--- src/rtl/ooo_rob_pkg.sv ---
`timescale 1ns/1ps
package ooo_rob_pkg;
  // Lifecycle of one reorder-buffer entry
  typedef enum logic [1:0] {
    ENT_FREE = 2'd0,
    ENT_WAIT = 2'd1,
    ENT_EXEC = 2'd2,
    ENT_DONE = 2'd3
  } ent_state_e;
endpackage

--- src/rtl/div_unit.sv ---
`timescale 1ns/1ps
// Behavioural multi-cycle divider with operand-dependent latency.
module div_unit #(
  parameter int DATA_W = 8,
  parameter int TAG_W  = 3
) (
  input  logic              clk,
  input  logic              rst_n,
  input  logic              start,
  input  logic [TAG_W-1:0]  start_tag,
  input  logic [DATA_W-1:0] dividend,
  input  logic [DATA_W-1:0] divisor,
  output logic              busy,
  output logic              done,
  output logic [TAG_W-1:0]  done_tag,
  output logic [DATA_W-1:0] done_q,
  output logic [DATA_W-1:0] done_r
);
  localparam int CNT_W = $clog2(DATA_W + 2);

  logic              busy_q, busy_nx;
  logic [CNT_W-1:0]  cnt_q, cnt_nx;
  logic [TAG_W-1:0]  tag_q;
  logic [DATA_W-1:0] quo_q, rem_q;

  logic              div_zero;
  logic [DATA_W-1:0] safe_div, quo_c, rem_c;
  logic [CNT_W-1:0]  lat_c;

  function automatic logic [CNT_W-1:0] bit_len(input logic [DATA_W-1:0] v);
    logic [CNT_W-1:0] n;
    n = '0;
    for (int i = 0; i < DATA_W; i++) begin
      if (v[i]) n = CNT_W'(i + 1);
    end
    return n;
  endfunction

  always_comb begin
    div_zero = (divisor == '0);
    safe_div = div_zero ? DATA_W'(1) : divisor;
    quo_c    = div_zero ? '1 : dividend / safe_div;
    rem_c    = div_zero ? dividend : dividend % safe_div;
    lat_c    = div_zero ? CNT_W'(1) : CNT_W'(1) + bit_len(quo_c);
  end

  assign done     = busy_q && (cnt_q == CNT_W'(1));
  assign busy     = busy_q;
  assign done_tag = tag_q;
  assign done_q   = quo_q;
  assign done_r   = rem_q;

  // next-state
  always_comb begin
    busy_nx = busy_q;
    cnt_nx  = cnt_q;
    if (start) begin
      busy_nx = 1'b1;
      cnt_nx  = lat_c;
    end else if (done) begin
      busy_nx = 1'b0;
    end else if (busy_q) begin
      cnt_nx  = cnt_q - CNT_W'(1);
    end
  end

  always_ff @(posedge clk or negedge rst_n) begin
    if (!rst_n) begin
      busy_q <= 1'b0;
      cnt_q  <= '0;
    end else begin
      busy_q <= busy_nx;
      cnt_q  <= cnt_nx;
    end
  end

  // payload captured with clock enable, no reset needed
  always_ff @(posedge clk) begin
    if (start) begin
      tag_q <= start_tag;
      quo_q <= quo_c;
      rem_q <= rem_c;
    end
  end

  AST_START_IDLE: assert property (@(posedge clk) disable iff (!rst_n)
    start |-> !busy_q) else $error("start on busy divider");
endmodule

--- src/rtl/issue_sel.sv ---
`timescale 1ns/1ps
// Picks the oldest waiting entry and the lowest-numbered idle divider.
module issue_sel #(
  parameter int DEPTH   = 8,
  parameter int NUM_DIV = 4,
  localparam int TAG_W  = $clog2(DEPTH)
) (
  input  logic [DEPTH-1:0]   ent_wait,
  input  logic [TAG_W-1:0]   head_tag,
  input  logic [NUM_DIV-1:0] div_busy,
  output logic               issue_valid,
  output logic [TAG_W-1:0]   issue_tag,
  output logic [NUM_DIV-1:0] div_start
);
  logic             ent_found, div_found;
  logic [TAG_W-1:0] idx;
  logic [NUM_DIV-1:0] free_pick;

  always_comb begin
    ent_found = 1'b0;
    issue_tag = '0;
    idx       = '0;
    for (int k = 0; k < DEPTH; k++) begin
      idx = head_tag + TAG_W'(k);
      if (!ent_found && ent_wait[idx]) begin
        ent_found = 1'b1;
        issue_tag = idx;
      end
    end
  end

  always_comb begin
    div_found = 1'b0;
    free_pick = '0;
    for (int d = 0; d < NUM_DIV; d++) begin
      if (!div_found && !div_busy[d]) begin
        div_found    = 1'b1;
        free_pick[d] = 1'b1;
      end
    end
  end

  assign issue_valid = ent_found && div_found;
  assign div_start   = issue_valid ? free_pick : '0;
endmodule

--- src/rtl/rob_store.sv ---
`timescale 1ns/1ps
// Circular entry store: dispatch, issue marking, completion capture, graduation.
module rob_store
  import ooo_rob_pkg::*;
#(
  parameter int DEPTH   = 8,
  parameter int DATA_W  = 8,
  parameter int NUM_DIV = 4,
  localparam int TAG_W  = $clog2(DEPTH),
  localparam int PTR_W  = TAG_W + 1
) (
  input  logic                           clk,
  input  logic                           rst_n,
  input  logic                           disp_fire,
  input  logic [DATA_W-1:0]              disp_a,
  input  logic [DATA_W-1:0]              disp_b,
  output logic                           full,
  output logic [TAG_W-1:0]               wr_tag,
  input  logic                           issue_valid,
  input  logic [TAG_W-1:0]               issue_tag,
  output logic [DATA_W-1:0]              iss_a,
  output logic [DATA_W-1:0]              iss_b,
  input  logic [NUM_DIV-1:0]             comp_valid,
  input  logic [NUM_DIV-1:0][TAG_W-1:0]  comp_tag,
  input  logic [NUM_DIV-1:0][DATA_W-1:0] comp_q,
  input  logic [NUM_DIV-1:0][DATA_W-1:0] comp_r,
  output logic [DEPTH-1:0]               ent_wait,
  output logic                           head_done,
  output logic [TAG_W-1:0]               head_tag,
  output logic [DATA_W-1:0]              head_q,
  output logic [DATA_W-1:0]              head_r
);
  ent_state_e        state_q [DEPTH];
  ent_state_e        state_nx [DEPTH];
  logic [PTR_W-1:0]  wp_q, wp_nx, rp_q, rp_nx;
  logic [PTR_W-1:0]  occ;
  logic [DATA_W-1:0] opa_q [DEPTH];
  logic [DATA_W-1:0] opb_q [DEPTH];
  logic [DATA_W-1:0] resq_q [DEPTH];
  logic [DATA_W-1:0] resr_q [DEPTH];

  assign wr_tag    = wp_q[TAG_W-1:0];
  assign head_tag  = rp_q[TAG_W-1:0];
  assign occ       = wp_q - rp_q;
  assign full      = (wp_q[TAG_W] != rp_q[TAG_W]) && (wr_tag == head_tag);
  assign head_done = (state_q[head_tag] == ENT_DONE);
  assign head_q    = resq_q[head_tag];
  assign head_r    = resr_q[head_tag];
  assign iss_a     = opa_q[issue_tag];
  assign iss_b     = opb_q[issue_tag];

  always_comb begin
    for (int i = 0; i < DEPTH; i++) ent_wait[i] = (state_q[i] == ENT_WAIT);
  end

  // next-state
  always_comb begin
    for (int i = 0; i < DEPTH; i++) state_nx[i] = state_q[i];
    wp_nx = wp_q;
    rp_nx = rp_q;
    if (disp_fire) begin
      state_nx[wr_tag] = ENT_WAIT;
      wp_nx            = wp_q + PTR_W'(1);
    end
    if (issue_valid) state_nx[issue_tag] = ENT_EXEC;
    for (int d = 0; d < NUM_DIV; d++) begin
      if (comp_valid[d]) state_nx[comp_tag[d]] = ENT_DONE;
    end
    if (head_done) begin
      state_nx[head_tag] = ENT_FREE;
      rp_nx              = rp_q + PTR_W'(1);
    end
  end

  always_ff @(posedge clk or negedge rst_n) begin
    if (!rst_n) begin
      for (int i = 0; i < DEPTH; i++) state_q[i] <= ENT_FREE;
      wp_q <= '0;
      rp_q <= '0;
    end else begin
      for (int i = 0; i < DEPTH; i++) state_q[i] <= state_nx[i];
      wp_q <= wp_nx;
      rp_q <= rp_nx;
    end
  end

  // payload storage, written under explicit enables
  always_ff @(posedge clk) begin
    if (disp_fire) begin
      opa_q[wr_tag] <= disp_a;
      opb_q[wr_tag] <= disp_b;
    end
    for (int d = 0; d < NUM_DIV; d++) begin
      if (comp_valid[d]) begin
        resq_q[comp_tag[d]] <= comp_q[d];
        resr_q[comp_tag[d]] <= comp_r[d];
      end
    end
  end

  AST_NO_OVERFLOW: assert property (@(posedge clk) disable iff (!rst_n)
    occ <= PTR_W'(DEPTH)) else $error("occupancy above depth");
  AST_FULL_STALL: assert property (@(posedge clk) disable iff (!rst_n)
    full |=> $stable(wp_q)) else $error("write pointer moved while full");
  AST_EMPTY_QUIET: assert property (@(posedge clk) disable iff (!rst_n)
    (wp_q == rp_q) |-> !head_done) else $error("graduation from empty buffer");
  AST_ISSUE_WAIT: assert property (@(posedge clk) disable iff (!rst_n)
    issue_valid |-> (state_q[issue_tag] == ENT_WAIT)) else $error("issue of non-waiting entry");

  for (genvar d = 0; d < NUM_DIV; d++) begin : g_comp_chk
    AST_COMP_EXEC: assert property (@(posedge clk) disable iff (!rst_n)
      comp_valid[d] |-> (state_q[comp_tag[d]] == ENT_EXEC)) else $error("completion to idle entry");
  end
endmodule

--- src/rtl/ooo_div_rob.sv ---
`timescale 1ns/1ps
module ooo_div_rob #(
  parameter int DATA_W  = 8,
  parameter int DEPTH   = 8,
  parameter int NUM_DIV = 4,
  localparam int TAG_W  = $clog2(DEPTH)
) (
  input  logic              clk,
  input  logic              rst_n,
  input  logic              disp_valid,
  input  logic [DATA_W-1:0] disp_dividend,
  input  logic [DATA_W-1:0] disp_divisor,
  output logic              disp_ready,
  output logic [TAG_W-1:0]  disp_tag,
  output logic              grad_valid,
  output logic [TAG_W-1:0]  grad_tag,
  output logic [DATA_W-1:0] grad_quotient,
  output logic [DATA_W-1:0] grad_remainder
);
  logic                           full, disp_fire;
  logic                           issue_valid;
  logic [TAG_W-1:0]               issue_tag;
  logic [DATA_W-1:0]              iss_a, iss_b;
  logic [DEPTH-1:0]               ent_wait;
  logic [NUM_DIV-1:0]             div_busy, div_start, div_done;
  logic [NUM_DIV-1:0][TAG_W-1:0]  done_tag;
  logic [NUM_DIV-1:0][DATA_W-1:0] done_q, done_r;

  assign disp_ready = !full;
  assign disp_fire  = disp_valid && disp_ready;

  rob_store #(.DEPTH(DEPTH), .DATA_W(DATA_W), .NUM_DIV(NUM_DIV)) store_i (
    .clk(clk), .rst_n(rst_n),
    .disp_fire(disp_fire), .disp_a(disp_dividend), .disp_b(disp_divisor),
    .full(full), .wr_tag(disp_tag),
    .issue_valid(issue_valid), .issue_tag(issue_tag),
    .iss_a(iss_a), .iss_b(iss_b),
    .comp_valid(div_done), .comp_tag(done_tag), .comp_q(done_q), .comp_r(done_r),
    .ent_wait(ent_wait),
    .head_done(grad_valid), .head_tag(grad_tag),
    .head_q(grad_quotient), .head_r(grad_remainder)
  );

  issue_sel #(.DEPTH(DEPTH), .NUM_DIV(NUM_DIV)) sel_i (
    .ent_wait(ent_wait), .head_tag(grad_tag), .div_busy(div_busy),
    .issue_valid(issue_valid), .issue_tag(issue_tag), .div_start(div_start)
  );

  for (genvar g = 0; g < NUM_DIV; g++) begin : g_div
    div_unit #(.DATA_W(DATA_W), .TAG_W(TAG_W)) div_i (
      .clk(clk), .rst_n(rst_n),
      .start(div_start[g]), .start_tag(issue_tag),
      .dividend(iss_a), .divisor(iss_b),
      .busy(div_busy[g]), .done(div_done[g]),
      .done_tag(done_tag[g]), .done_q(done_q[g]), .done_r(done_r[g])
    );
  end

  AST_ONE_ISSUE: assert property (@(posedge clk) disable iff (!rst_n)
    $onehot0(div_start)) else $error("more than one divider started");
  AST_ISSUE_IDLE: assert property (@(posedge clk) disable iff (!rst_n)
    (|(div_start & div_busy)) == 1'b0) else $error("busy divider selected");
endmodule

--- config.mk ---
export PLATFORM = sky130hd
export DESIGN_NAME = ooo_div_rob
export DESIGN_NICKNAME = d
export VERILOG_FILES = /design/src/rtl/ooo_rob_pkg.sv /design/src/rtl/div_unit.sv /design/src/rtl/issue_sel.sv /design/src/rtl/rob_store.sv /design/src/rtl/ooo_div_rob.sv
export SDC_FILE = /design/constraint.sdc
export NUM_CORES = 1
export LEC_CHECK = 0
export BUFFER_PORTS_ARGS = -buffer_cell sky130_fd_sc_hd__buf_4
export CELL_PAD_IN_SITES_DETAIL_PLACEMENT = 0
export CELL_PAD_IN_SITES_GLOBAL_PLACEMENT = 1
export CORE_MARGIN = 2
export CORE_UTILIZATION = 51
export DETAILED_ROUTE_END_ITERATION = 10
export GPL_ROUTABILITY_DRIVEN = 0
export PLACE_DENSITY = 0.84
export SLEW_MARGIN = 10
export SYNTH_ARGS = -nofsm -noshare
export SYNTH_HDL_FRONTEND = slang
export SYNTH_SLANG_ARGS = --single-unit
--- constraint.sdc ---
create_clock -name clk -period 18.6 [get_ports clk]
set_clock_uncertainty 0.1 [all_clocks]
set_input_delay 0.93 -clock clk [delete_from_list [all_inputs] [get_ports clk]]
set_output_delay 0.93 -clock clk [all_outputs]
set_load 0.05 [all_outputs]
* Yosys cells after proc, flatten, opt, wreduce, memory -nomap -nowiden
Memory sizes are Yosys's and may differ from the RTL's.
Index checks and enable logic that the tools add are counted.
** Cells by class
- Add/subtract/negate cells :: 14
- Div/mod/pow operators :: 2
- $lt $le $gt $ge :: 22
- Equality and inequality tests :: 19
- Muxes and demuxes :: 106
- Bitwise gates (word level) :: 19
- Reduce and logical (&&, ||, !) cells :: 50
** Operator list (number)
- 16-bit two-way mux :: 7
- 4-bit two-way mux :: 16
- 16-bit bitwise OR :: 4
- 2-bit demux with 3-bit select :: 7
- 1-bit two-way mux :: 42
- 3-bit two-way mux :: 11
- 3-bit by 4-bit less-than comparator with 1-bit output (second input constant) :: 8
- 4-bit >= comparator (second input constant) :: 7
- 4-bit by 1-bit less-than comparator with 1-bit output (second input constant) :: 7
- 3-bit inverter with 4-bit output :: 7
- 1-bit binary-select mux with 3-bit select :: 8
- 1-bit logical AND :: 24
- 8-bit two-way mux :: 3
- 2-bit two-way mux :: 11
- 16-bit bitwise AND :: 1
- 8-bit bitwise AND :: 2
- 2-bit by 1-bit == test with 1-bit output (second input constant) :: 8
- 4-bit by 1-bit == test with 1-bit output (second input constant) :: 4
- 16-bit inverter :: 1
- 8-bit inverter :: 2
- 8-bit bitwise OR :: 2
- 2-bit nonzero test :: 8
- 4-bit by 1-bit subtractor with 4-bit output (second input constant) :: 4
- 1-bit logical NOT :: 13
- 14 further kinds :: 25
** Storage, ports and cells
- Register bits after elaboration :: 120
- Bits in writable memories :: 256
- Bits of input ports :: 19
- Output and inout bits :: 24
- Word-level logic and storage cells :: 266
- Memories kept :: 4
** Memories
- store_i.opa_q :: depth 8, width 8, rd ports 1, clocked after Yosys merged registers in 0, write ports 1, RTL line rob_store.sv:37 : logic [DATA_W-1:0] opa_q [DEPTH];
- store_i.opb_q :: depth 8, width 8, rd ports 1, clocked after Yosys merged registers in 0, write ports 1, RTL line rob_store.sv:38 : logic [DATA_W-1:0] opb_q [DEPTH];
- store_i.resq_q :: depth 8, width 8, rd ports 1, clocked after Yosys merged registers in 0, write ports 4, RTL line rob_store.sv:39 : logic [DATA_W-1:0] resq_q [DEPTH];
- store_i.resr_q :: depth 8, width 8, rd ports 1, clocked after Yosys merged registers in 0, write ports 4, RTL line rob_store.sv:40 : logic [DATA_W-1:0] resr_q [DEPTH];

* Depth between registers and ports, before layout
Gate-level depths: netlist of the first run.
- Depth in word-level cells :: 43
- Depth in mapped cells :: 81
- Gate-level depth less buffers :: 73

* Modules after synthesis
From an unflattened synthesis of the first run, not the netlist that was laid out.
** Second synthesis, totals
- Cells, all modules :: 2993
- Area total of the unflattened synthesis :: 29021.6 um2
** Modules (own cells, without submodules)
- rob_store :: times used 1, cells each 1419, area an instance 15854.0 um2, seq. area each 8287.9 um2
- div_unit at g_div[0].div_i ... :: times used 3, cells each 368, area an instance 3066.7 um2, seq. area each 695.7 um2
- div_unit at g_div[3].div_i :: times used 1, cells each 360, area an instance 2995.4 um2, seq. area each 695.7 um2
- issue_sel :: times used 1, cells each 108, area an instance 962.2 um2, seq. area each 0.0 um2
- ooo_div_rob :: times used 1, cells each 2, area an instance 10.0 um2, seq. area each 0.0 um2

* Worst setup path before layout of the first run
OpenSTA, ideal clock, no wires.
- Kind :: reg-to-reg
- Start point :: register store_i.rp_q[2]
- End point :: register g_div[0].div_i.cnt_q[2]
- Arrival :: 15.807 ns
- Path slack :: 2.625 ns
- Cell stages (with the launch flop) :: 74
- Path buffers :: 9
- Clock period less this slack :: 15.975 ns
- Cells stage by stage :: dfrtp_1 > buf_4 > inv_1 > clkbuf_1 > buf_1 > ha_1 > inv_1 > mux2i_1 > or4b_4 > or4_1 > o31a_1 > buf_6 > buf_4 > mux2i_1 > mux2i_1 > and2_1 > nand3_1 > nand2_1 > (+38 left out) > a21oi_1 > fa_1 > nand2_1 > nand2_1 > a21oi_1 > o21bai_1 > a21oi_1 > o31ai_1 > a21o_1 > a21o_1 > clkbuf_1 > a311oi_1 > o41ai_2 > ha_1 > xor2_1 > or2_2 > o22ai_1 > a32o_1
** On the way
- Cells in the longest elaborated chain, start to end :: 40
- Elaborated cells on any way between the ends :: 75
- Those cells by class :: add/sub: 8; div: 1; eq/ne: 1; mux: 45; reduce/logical: 18; memory: 2
** RTL lines
- from (decl) :: RTL line rob_store.sv:35 : logic [PTR_W-1:0] wp_q, wp_nx, rp_q, rp_nx;
- from (signal assigned) :: RTL line rob_store.sv:83 : rp_q <= rp_nx;
- parallel branches: the longest is 40 deep, another holds 3-bit by 1-bit adder with 3-bit output
- to (signal assigned) :: RTL line div_unit.sv:73 : cnt_q <= cnt_nx;
- to (decl) :: RTL line div_unit.sv:22 : logic [CNT_W-1:0] cnt_q, cnt_nx;
Parallel ways; which one is timed is not known. The select of a mux whose other input is x is not followed.
A chain may end at the register's enable or synchronous reset.

* Worst setup path in the final report of the first run
- Start point :: register store_i.rp_q[0]
- End point :: register g_div[0].div_i.cnt_q[2]
** On the way
- Elaborated cells on any way between the ends :: 75
- Those cells by class :: add/sub: 8; div: 1; eq/ne: 1; mux: 45; reduce/logical: 18; memory: 2
** RTL lines
- 3-bit adder (*) :: RTL line issue_sel.sv:24 : idx = head_tag + TAG_W'(k);
- via sel_i.idx[0] :: RTL line issue_sel.sv:16 : logic [TAG_W-1:0] idx;
- 1-bit binary-select mux with 3-bit select :: RTL line issue_sel.sv:25 : if (!ent_found && ent_wait[idx]) begin
- 1-bit two-way mux (not written as such) :: RTL line issue_sel.sv:25
- 1-bit logical AND :: RTL line issue_sel.sv:25
- 3-bit two-way mux :: RTL line issue_sel.sv:25
- memory read 8 x 8 bit
- 8-bit logical NOT :: RTL line div_unit.sv:40 : div_zero = (divisor == '0);
- (+2 left out)
- 8-bit two-way mux :: RTL line div_unit.sv:42 : quo_c = div_zero ? '1 : dividend / safe_div;
- 1-bit two-way mux :: RTL line div_unit.sv:34 : if (v[i]) n = CNT_W'(i + 1);
- 2-bit two-way mux (2 in series) :: RTL line div_unit.sv:34
- 3-bit two-way mux (3 in series) :: RTL line div_unit.sv:34
- 4-bit two-way mux (2 in series) :: RTL line div_unit.sv:34
- 1-bit by 4-bit adder with 4-bit output :: RTL line div_unit.sv:44 : lat_c = div_zero ? CNT_W'(1) : CNT_W'(1) + bit_len(quo_c);
- 4-bit two-way mux :: RTL line div_unit.sv:44
- 4-bit two-way mux :: RTL line div_unit.sv:57 : if (start) begin
Mark *: on every way through the listed nets, which the timed path passes. The rest lies on a longest branch. The select of a mux whose other input is x is not followed.

==> results of run 1 <==
[sequential cells by signal, summed over array words and instances (netlist names)]
| signal | count |
|---|---|
| g_div.div_i.busy | 4 |
| g_div.div_i.cnt_q | 16 |
| g_div.div_i.done_q | 32 |
| g_div.div_i.done_r | 32 |
| g_div.div_i.done_tag | 12 |
| store_i.opa_q | 64 |
| store_i.opb_q | 64 |
| store_i.resq_q | 64 |
| store_i.resr_q | 64 |
| store_i.rp_q | 4 |
| store_i.state_q | 16 |
| store_i.wp_q | 4 |
[worst paths after layout]
kind,start,to,slack (ps)
hold reg to reg,store_i.wp_q[3],store_i.wp_q[3],390
hold / removal,rst_n,store_i.wp_q[3],260
min in group clk,store_i.wp_q[3],store_i.wp_q[3],390
max in group asynchronous,rst_n,store_i.rp_q[0],17660
setup reg to reg,store_i.rp_q[0],g_div[0].div_i.cnt_q[2],1040
setup / recovery,store_i.rp_q[0],g_div[0].div_i.cnt_q[2],1040
[Yosys cell counts (9+ instances only)]
library cell,count
clkbuf_1,118
a211oi_1,17
a21o_1,16
nor3_1,31
ha_1,50
a21oi_1,113
mux2i_1,175
nand2b_1,21
buf_4,11
nand2_1,329
xor2_1,16
o21a_1,10
mux4_2,45
edfxtp_1,332
buf_1,32
mux2_2,12
nand3_1,56
nor2_1,130
nor2b_1,13
buf_2,9
xnor2_1,20
inv_1,50
and2_1,13
o21ai_0,250
dfrtp_1,44
nor3b_1,12
[layout make-up]
class                   count  area (µm²)
inverters                  55       206.4
multi-input cells        1504       10170
flip-flops and latches    376       11080
clock buffers              53        1080
clock inverters            19       187.7
repair buffers             91       686.9
fillers                  3661       18750
well taps                 585       732.0
[metrics by stage]
stage	util	setup WS, ps	hold slack [ps]	instances	cell area (µm²)
floorplan	-	2626	360.4	2109	22020
global placement	0.5328	1305	373.9	2611	22850
detailed placement	0.5328	792.7	380.9	2611	22850
CTS	0.5624	658.3	257.2	2683	24120
global route	0.5629	87.35	295.9	2683	24140
finish	0.5629	1040	264.0	2683	24140
[kinds of logic after synthesis]
kind of cell    Yosys count  synth area share
compound gates          502            0.1344
xor+xnor                 36           0.01432
simple gates            682            0.1443
buf+inv                 229           0.04278
flops                   376            0.5027
mux                     233            0.1322
fa+ha+maj                51           0.02932
[routing by layer]
| metal | vias up | GRT usage | wire length, µm |
|---|---|---|---|
| li1 | 7643 | - | - |
| met1 | 7835 | 0.3670 | 24990 |
| met2 | 758 | 0.4749 | 29880 |
| met3 | 173 | 0.04450 | 5210 |
| met4 | 0 | 0.1251 | 2534 |
| met5 | - | 0 | 0 |
[worst max-delay path: cells and delay by family, from the launching register on]
family	cells	cell delay, ps
mux	5	2170
compound gates	29	6740
flops	1	410
buf+inv	4	670
fa+ha+maj	9	3220
xor+xnor	1	170
simple gates	17	3930
[cells in the final DEF, fill, tap and decap left out, drive strengths merged, types with 8 or more instances in the layout]
cell | Yosys | layout
a211oi | 19 | 19
a21o | 16 | 16
a21oi | 113 | 113
and2 | 16 | 16
buf | 56 | 91
clkbuf | 118 | 53
clkinv | 1 | 15
dfrtp | 44 | 44
edfxtp | 332 | 332
ha | 50 | 50
inv | 54 | 56
mux2 | 13 | 13
mux2i | 175 | 175
mux4 | 45 | 45
nand2 | 329 | 329
nand2b | 21 | 21
nand3 | 57 | 57
nand4 | 8 | 8
nor2 | 132 | 132
nor2b | 13 | 13
nor3 | 31 | 31
nor3b | 12 | 12
nor4 | 8 | 8
o21a | 10 | 10
o21ai | 252 | 252
o22ai | 8 | 8
or2 | 9 | 9
xnor2 | 20 | 20
xor2 | 16 | 16
==> results.sh, run 1 <==
export IMPL_cpPeakStageDelay_ps=600
export IMPL_worstMarginPinSlew_ps=1199
export IMPL_hold_viol_final=0
export IMPL_critPathKind="flip-flop to flip-flop"
export IMPL_crit_path_top_delay_cell="or4b_4"
export IMPL_cp_start_kind="flip-flop"
export IMPL_firstDrtPassIters=5
export IMPL_antenna_found_initial=0
export IMPL_period_share=0.9441
export IMPL_avgSynthCellArea_um2=10.44
export IMPL_synth_top_cell_area_share=0.4527
export IMPL_tns_ps=0
export IMPL_cp_arrival_ps=17950
export IMPL_fin_nets=2138
export IMPL_grt_pass1_wl_um=95680
export IMPL_cts_tree="done"
export IMPL_wirelength_um=62620
export IMPL_setup_violations_final=0
export IMPL_drv_cap=0
export IMPL_slew_headroom=0.1998
export IMPL_syn_num_nets=2179
export IMPL_holdCritPathClass="primary input to asynchronous set/reset pin"
export IMPL_netlist_area_um2=22020
export IMPL_reg2reg_depth=65
export IMPL_fmax_ghz=0.05695
export IMPL_synth_edff_count=332
export IMPL_place_hpwl_um=39480
export IMPL_cts_setup_buffers=0
export IMPL_post_route_drc_count=0
export IMPL_viasPerCell=6.116
export IMPL_postCtsResizedCells=0
export IMPL_yosysSeqAreaShare=0.5027
export IMPL_synth_seq_cells=376
export IMPL_area_growth_pct=9.619
export IMPL_grt_max_degree=47
export IMPL_clock_latency_ps=580
export IMPL_final_antenna_net_count=0
export IMPL_numPortBuffers=42
export IMPL_fp_dieW_um=211.8
export IMPL_drv_slew=0
export IMPL_yosys_area_top_type="edfxtp_1"
export IMPL_clock_path_buffers=3
export IMPL_htree_levels=2
export IMPL_root_buffer="clkbuf_16"
export IMPL_grt_pass1_vias=16010
export IMPL_crit_top_cell="ha_1"
export IMPL_rsz0062_at_grt="no"
export IMPL_core_um2=42890
export IMPL_vias=16410
export IMPL_cts_made_buffers=40
export IMPL_grt_ovfl_total=0
export IMPL_min_period_ps=17560
export IMPL_hold_buffers=0
export IMPL_floorplan_initialDensity=0.5135
export IMPL_boundaryPins=43
export IMPL_synth_cell_types=82
export IMPL_ys_warn_count=0
export IMPL_synth_cells=2109
export IMPL_die_area_um2=44860
export IMPL_drt_iter0_markers=1500
export IMPL_ys_flop_type="edfxtp_1"
export IMPL_ys_async_sr_fraction=0.1170
export IMPL_die_y_um=211.8
export IMPL_grt_usage=0.2841
export IMPL_rows=76
export IMPL_critPathMaxFanout=17
export IMPL_insertedDiodeCount=0
export IMPL_synthTopCellsByArea="edfxtp_1 (45%), mux2i_1 (8.0%), o21ai_0 (5.7%), nand2_1 (5.6%), dfrtp_1 (5.0%)"
export IMPL_clk_pin_slew_ps=70
export IMPL_worst_setup_path_end_kind="flip-flop"
export IMPL_cts_sinks=376
export IMPL_cp_required_ps=18990
export IMPL_drive_gt1_frac=0.1320
export IMPL_outcome="completed"
export IMPL_wire_per_inst_um=23.34
Power of run 1 is not shown: default switching activity piles up to over one toggle a cycle in this logic, so the estimate is an artifact.
==> run 2, diff against run 1 <==
- CTS_BUF_LIST: default -> sky130_fd_sc_hd__clkbuf_16
- RECOVER_POWER: default -> 25
==> run 2 against run 1 <==
Effect of this change: the flow now finishes with violations (max-capacitance violations, max-slew violations); non-clock buffer count unchanged; critical path depth did not move; cell area down 0.50%; core utilization down 0.28 points; maximum frequency decreased by 0.16%; hold slack better by 120 ps; clock-buffer cell count down 13; final cell count stayed put.
==> results.sh, run 2 (synthesis gave the netlist of run 1 again) <==
export IMPL_outcome="finished with violations"
export IMPL_violations="max-capacitance violations, max-slew violations"
export IMPL_crit_path_top_delay_cell="or4b_4"
export IMPL_worst_setup_path_end_kind="flip-flop"
export IMPL_clock_path_buffers=3
export IMPL_numPortBuffers=42
export IMPL_path_buf_inv=4
export IMPL_multiInputGateArea_um2=10170
export IMPL_holdCritPathClass="flip-flop to flip-flop"
export IMPL_critPathMaxFanout=17
export IMPL_post_route_drc_count=0
export IMPL_htree_levels=2
export IMPL_worstMarginPinSlew_ps=2719
export IMPL_grt_ovfl_total=0
export IMPL_cpPeakStageDelay_ps=600
export IMPL_area_growth_pct=9.068
export IMPL_hold_buffers=0
export IMPL_fillCellCount=3698
export IMPL_grt_max_degree=47
export IMPL_wl_met2_um=30130
export IMPL_boundaryPins=43
export IMPL_core_um2=42890
export IMPL_crit_top_cell="ha_1"
export IMPL_clk_pin_slew_ps=70
export IMPL_dr_max_layer_used="met4"
export IMPL_antenna_found_initial=0
export IMPL_critPathKind="flip-flop to flip-flop"
export IMPL_r2r_setup_slack_ps=1010
export IMPL_hold_viol_final=0
export IMPL_root_buffer="clkbuf_16"
export IMPL_die_y_um=211.8
export IMPL_place_hpwl_um=39480
export IMPL_rows=76
export IMPL_cts_setup_buffers=0
export IMPL_period_share=0.9457
export IMPL_clock_latency_ps=580
export IMPL_die_area_um2=44860
export IMPL_cts_made_buffers=40
export IMPL_cp_arrival_ps=17980
export IMPL_cts_tree="done"
export IMPL_fin_nets=2138
export IMPL_min_period_ps=17590
export IMPL_grt_pass1_wl_um=95700
export IMPL_rsz0062_at_grt="no"
export IMPL_final_common_cell="edfxtp_1"
export IMPL_wirelength_um=62660
export IMPL_wire_per_inst_um=23.35
export IMPL_final_cell_mix="edfxtp_1 (332), nand2_1 (329), o21ai_0 (250), mux2i_1 (175), a21oi_1 (113)"
export IMPL_setup_violations_final=0
export IMPL_path_delay_family="compound AO/OA/AOI/OAI gates"
export IMPL_tns_ps=0
export IMPL_cts_sinks=376
export IMPL_wl_met3_um=4909
export IMPL_insertedDiodeCount=0
export IMPL_seqCellArea_um2=11080
export IMPL_viasPerCell=6.128
export IMPL_vias=16440
export IMPL_drt_iter0_markers=1564
export IMPL_cp_start_kind="flip-flop"
export IMPL_fp_dieW_um=211.8
export IMPL_drv_cap=2
export IMPL_firstDrtPassIters=6
export IMPL_wl_met1_um=25170
export IMPL_grt_usage=0.2841
export IMPL_fmax_ghz=0.05685
export IMPL_final_antenna_net_count=0
export IMPL_drv_slew=63
export IMPL_cp_required_ps=18990
export IMPL_slew_headroom=-0.8127
export IMPL_drive_gt1_frac=0.1187
export IMPL_grt_pass1_vias=15990
export IMPL_floorplan_initialDensity=0.5135
-- run 2: cell count changes in the layout (fill, tap and decap cells not counted), sizes merged --
cell    before  now
inv         56   66
clkbuf      53   63
buf         91   68
clkinv      15   18
-- run 2: area by class of cell --
class                      instances  share of cell area
clock inverter                    32            0.009845
multi-input combinational       1504              0.4233
timing repair buffer              91             0.02500
sequential                       376              0.4611
tap                              585             0.03047
inverter                          55            0.008595
clock buffer                      40             0.04167
-- run 2: path summary, 6_finish.rpt --
path,start,to,depth (start not counted)
min in group asynchronous,rst_n,store_i.wp_q[3],1
max reg2reg,store_i.rp_q[0],g_div[0].div_i.cnt_q[2],65
max in group asynchronous,rst_n,store_i.rp_q[0],1
min,store_i.wp_q[3],store_i.wp_q[3],1
max,store_i.rp_q[0],g_div[0].div_i.cnt_q[2],65
min reg2reg,store_i.wp_q[3],store_i.wp_q[3],1
-- run 2: stage by stage --
stage	instances	instance area (µm²)	utilization	hold slack, ps	setup slack [ps]
after floorplan	2109	22020	-	360.4	2626
after global placement	2611	22850	0.5328	373.9	1305
after detailed placement	2611	22850	0.5328	380.9	792.7
after CTS	2683	24090	0.5617	256.9	658.3
after global routing	2683	24020	0.5601	405.8	87.35
final	2683	24020	0.5601	387.4	1011
-- run 2: metal layers --
| layer | global-route usage | vias to the layer above |
|---|---|---|
| met1 | 0.3673 | 7886 |
| li1 | - | 7653 |
| met5 | 0 | - |
| met4 | 0.1236 | 0 |
| met2 | 0.4756 | 737 |
| met3 | 0.04406 | 166 |
-- run 2: repair_timing --
action / CTS / global route
endpoints found under the setup margin: 0 / 24
hold endpoints to repair: 0 / 0
gates resized for setup: 0 / 6
Power of run 2 is left out for the same reason.
==> run 3, diff against run 2 <==
- ABC_AREA: default -> 1
- CORE_UTILIZATION: 51 -> 50
- PLACE_DENSITY: 0.84 -> 0.85
==> run 3 against run 2 <==
Effect of this change: final cell count rose by 8.2%; maximum frequency is 4.9% higher; via count increased by 5.6%; hold slack improved by 3.4 ps; sequential share of layout area is 1.7 points higher; synthesized cell count rose by 10%; die area fell by 2.3%; critical endpoint unchanged; the run still ends with max-capacitance violations, max-slew violations left; register-to-register slack better by 820 ps.
==> results.sh, run 3 <==
export IMPL_yosys_area_top_type="edfxtp_1"
export IMPL_firstDrtPassIters=6
export IMPL_cp_start_kind="flip-flop"
export IMPL_yosysSeqAreaShare=0.5253
export IMPL_die_area_um2=43810
export IMPL_seqCellArea_um2=11070
export IMPL_grt_usage=0.2831
export IMPL_ys_warn_count=0
export IMPL_cts_sinks=376
export IMPL_synth_cell_types=59
export IMPL_outcome="finished with violations"
export IMPL_rr_startpoint="store_i.rp_q[1]"
export IMPL_synth_top_cell_area_share=0.4730
export IMPL_clock_path_buffers=3
export IMPL_grt_ovfl_total=0
export IMPL_die_y_um=209.3
export IMPL_place_hpwl_um=42180
export IMPL_fillCellCount=3684
export IMPL_cp_arrival_ps=17170
export IMPL_period_share=0.9013
export IMPL_grt_pass1_vias=16260
export IMPL_synth_cells=2328
export IMPL_synth_seq_cells=376
export IMPL_netlist_area_um2=21080
export IMPL_ys_async_sr_fraction=0.1170
export IMPL_final_antenna_net_count=0
export IMPL_area_growth_pct=9.849
export IMPL_fin_nets=2401
export IMPL_crit_top_cell="nand2_1"
export IMPL_synth_edff_count=332
export IMPL_vias=17360
export IMPL_wirelength_um=61870
export IMPL_min_period_ps=16760
export IMPL_violations="max-capacitance violations, max-slew violations"
export IMPL_critPathLaunch="store_i.rp_q[1]"
export IMPL_preCtsSetupSlack_ps=1845
export IMPL_floorplan_initialDensity=0.5047
export IMPL_synthTopCellsByCount="nand2_1 (596), edfxtp_1 (332), nor2_1 (254)"
export IMPL_drt_iter0_markers=2379
export IMPL_drive_gt1_frac=0.08418
export IMPL_viasPerCell=5.980
export IMPL_cpPeakStageDelay_ps=570
export IMPL_tns_ps=0
export IMPL_htree_levels=2
export IMPL_fmax_ghz=0.05965
export IMPL_root_buffer="clkbuf_16"
export IMPL_hold_viol_final=0
export IMPL_holdCritPathClass="flip-flop to flip-flop"
export IMPL_syn_num_nets=2398
export IMPL_synth_most_common_cell="nand2_1"
export IMPL_rows=75
export IMPL_cts_tree="done"
export IMPL_fp_dieW_um=209.3
export IMPL_grt_max_degree=84
export IMPL_final_cell_mix="nand2_1 (596), edfxtp_1 (332), nor2_1 (243), o21ai_0 (200), inv_1 (192)"
export IMPL_insertedDiodeCount=0
export IMPL_wire_per_inst_um=21.31
export IMPL_hold_buffers=0
export IMPL_avgSynthCellArea_um2=9.053
export IMPL_fin_util=0.5544
export IMPL_ys_flop_type="edfxtp_1"
export IMPL_setup_violations_final=0
export IMPL_drv_slew=45
export IMPL_slew_headroom=-0.8091
export IMPL_grt_pass1_wl_um=95630
export IMPL_worstMarginPinSlew_ps=2714
export IMPL_antenna_found_initial=3
export IMPL_clk_pin_slew_ps=70
export IMPL_worst_setup_path_end_kind="flip-flop"
export IMPL_drv_cap=1
export IMPL_setup_slack_ps=1835
export IMPL_numPortBuffers=42
export IMPL_synthTopCellsByArea="edfxtp_1 (47%), nand2_1 (11%), dfrtp_1 (5.2%), o221ai_1 (5.2%), o21ai_0 (4.7%)"
export IMPL_critPathKind="flip-flop to flip-flop"
export IMPL_rsz0062_at_grt="no"
export IMPL_clock_latency_ps=590
export IMPL_cp_required_ps=19000
export IMPL_min_from="store_i.wp_q[3]"
export IMPL_critPathMaxFanout=47
export IMPL_cts_made_buffers=41
export IMPL_final_common_cell="nand2_1"
export IMPL_post_route_drc_count=0
export IMPL_core_um2=41760
export IMPL_boundaryPins=43
export IMPL_multiInputGateArea_um2=8838
export IMPL_crit_path_top_delay_cell="nand3_2"
## run 3: changes by cell type after synthesis, sizes merged, moves of 35 or more
cell,change
a21oi,-62
inv,+136
nand2,+281
nand3,+55
clkbuf,-35
nor2,+139
mux2i,-172
mux4,-45
o221ai,+123
o21ai,-35
## run 3: cells by family (layout without fill, tap and decap cells)
family	after synthesis	in the layout	share of synthesized area
AND/OR/NAND/NOR	1048	1048	0.2113
AO/OA/AOI/OAI	502	502	0.1532
flip-flops	376	376	0.5253
buffers and inverters	307	343	0.05990
adder cells (fa/ha/maj)	51	51	0.03063
XOR/XNOR	41	41	0.01828
multiplexers	3	3	0.001425
## run 3: stage by stage
step	std cells	cell area [µm²]	hold slack (ps)
after floorplan	2328	21080	360.4
after global placement	2827	21860	374.8
after detailed placement	2827	21860	378.9
after CTS	2903	23230	273.4
after global routing	2903	23150	408.0
final	2903	23150	390.7
## run 3: cell type report
| class | instances | area share |
|---|---|---|
| sequential | 376 | 0.4782 |
| multi-input combinational | 1645 | 0.3818 |
| clock buffer | 41 | 0.04431 |
| inverter | 194 | 0.03156 |
| tap | 539 | 0.02913 |
| timing repair buffer | 73 | 0.02027 |
| clock inverter | 35 | 0.01475 |
## run 3: worst max-delay path: cells and delay by family, from the launching register on
family | cells | cell delay (ps)
AO/OA/AOI/OAI | 22 | 4100
XOR/XNOR | 1 | 160
adder cells (fa/ha/maj) | 9 | 2860
buffers and inverters | 17 | 2480
flip-flops | 1 | 360
AND/OR/NAND/NOR | 45 | 6520
## run 3: routing by layer
metal	routed length, µm	up-vias	global-route usage	part of all wire
li1	-	8193	-	-
met1	27080	8193	0.4105	0.44
met2	27440	847	0.4355	0.44
met3	5890	122	0.05566	0.095
met4	1422	6	0.07931	0.023
met5	35	-	0	0.00057
## run 3: worst paths after layout
path / slack (ps) / depth (start not counted) / end
max reg2reg: 1840 / 94 / g_div[0].div_i.cnt_q[2]
max: 1840 / 94 / g_div[0].div_i.cnt_q[2]
min reg2reg: 390 / 1 / store_i.wp_q[3]
max in group asynchronous: 15540 / 1 / store_i.rp_q[0]
min in group asynchronous: 1120 / 1 / g_div[1].div_i.cnt_q[0]
min: 390 / 1 / store_i.wp_q[3]
## run 3: what timing repair did
action | CTS | global route
gates resized for setup | 0 | 1
endpoints found under the setup margin | 0 | 8
setup buffers | 0 | 0
Power of run 3 is left out for the same reason.
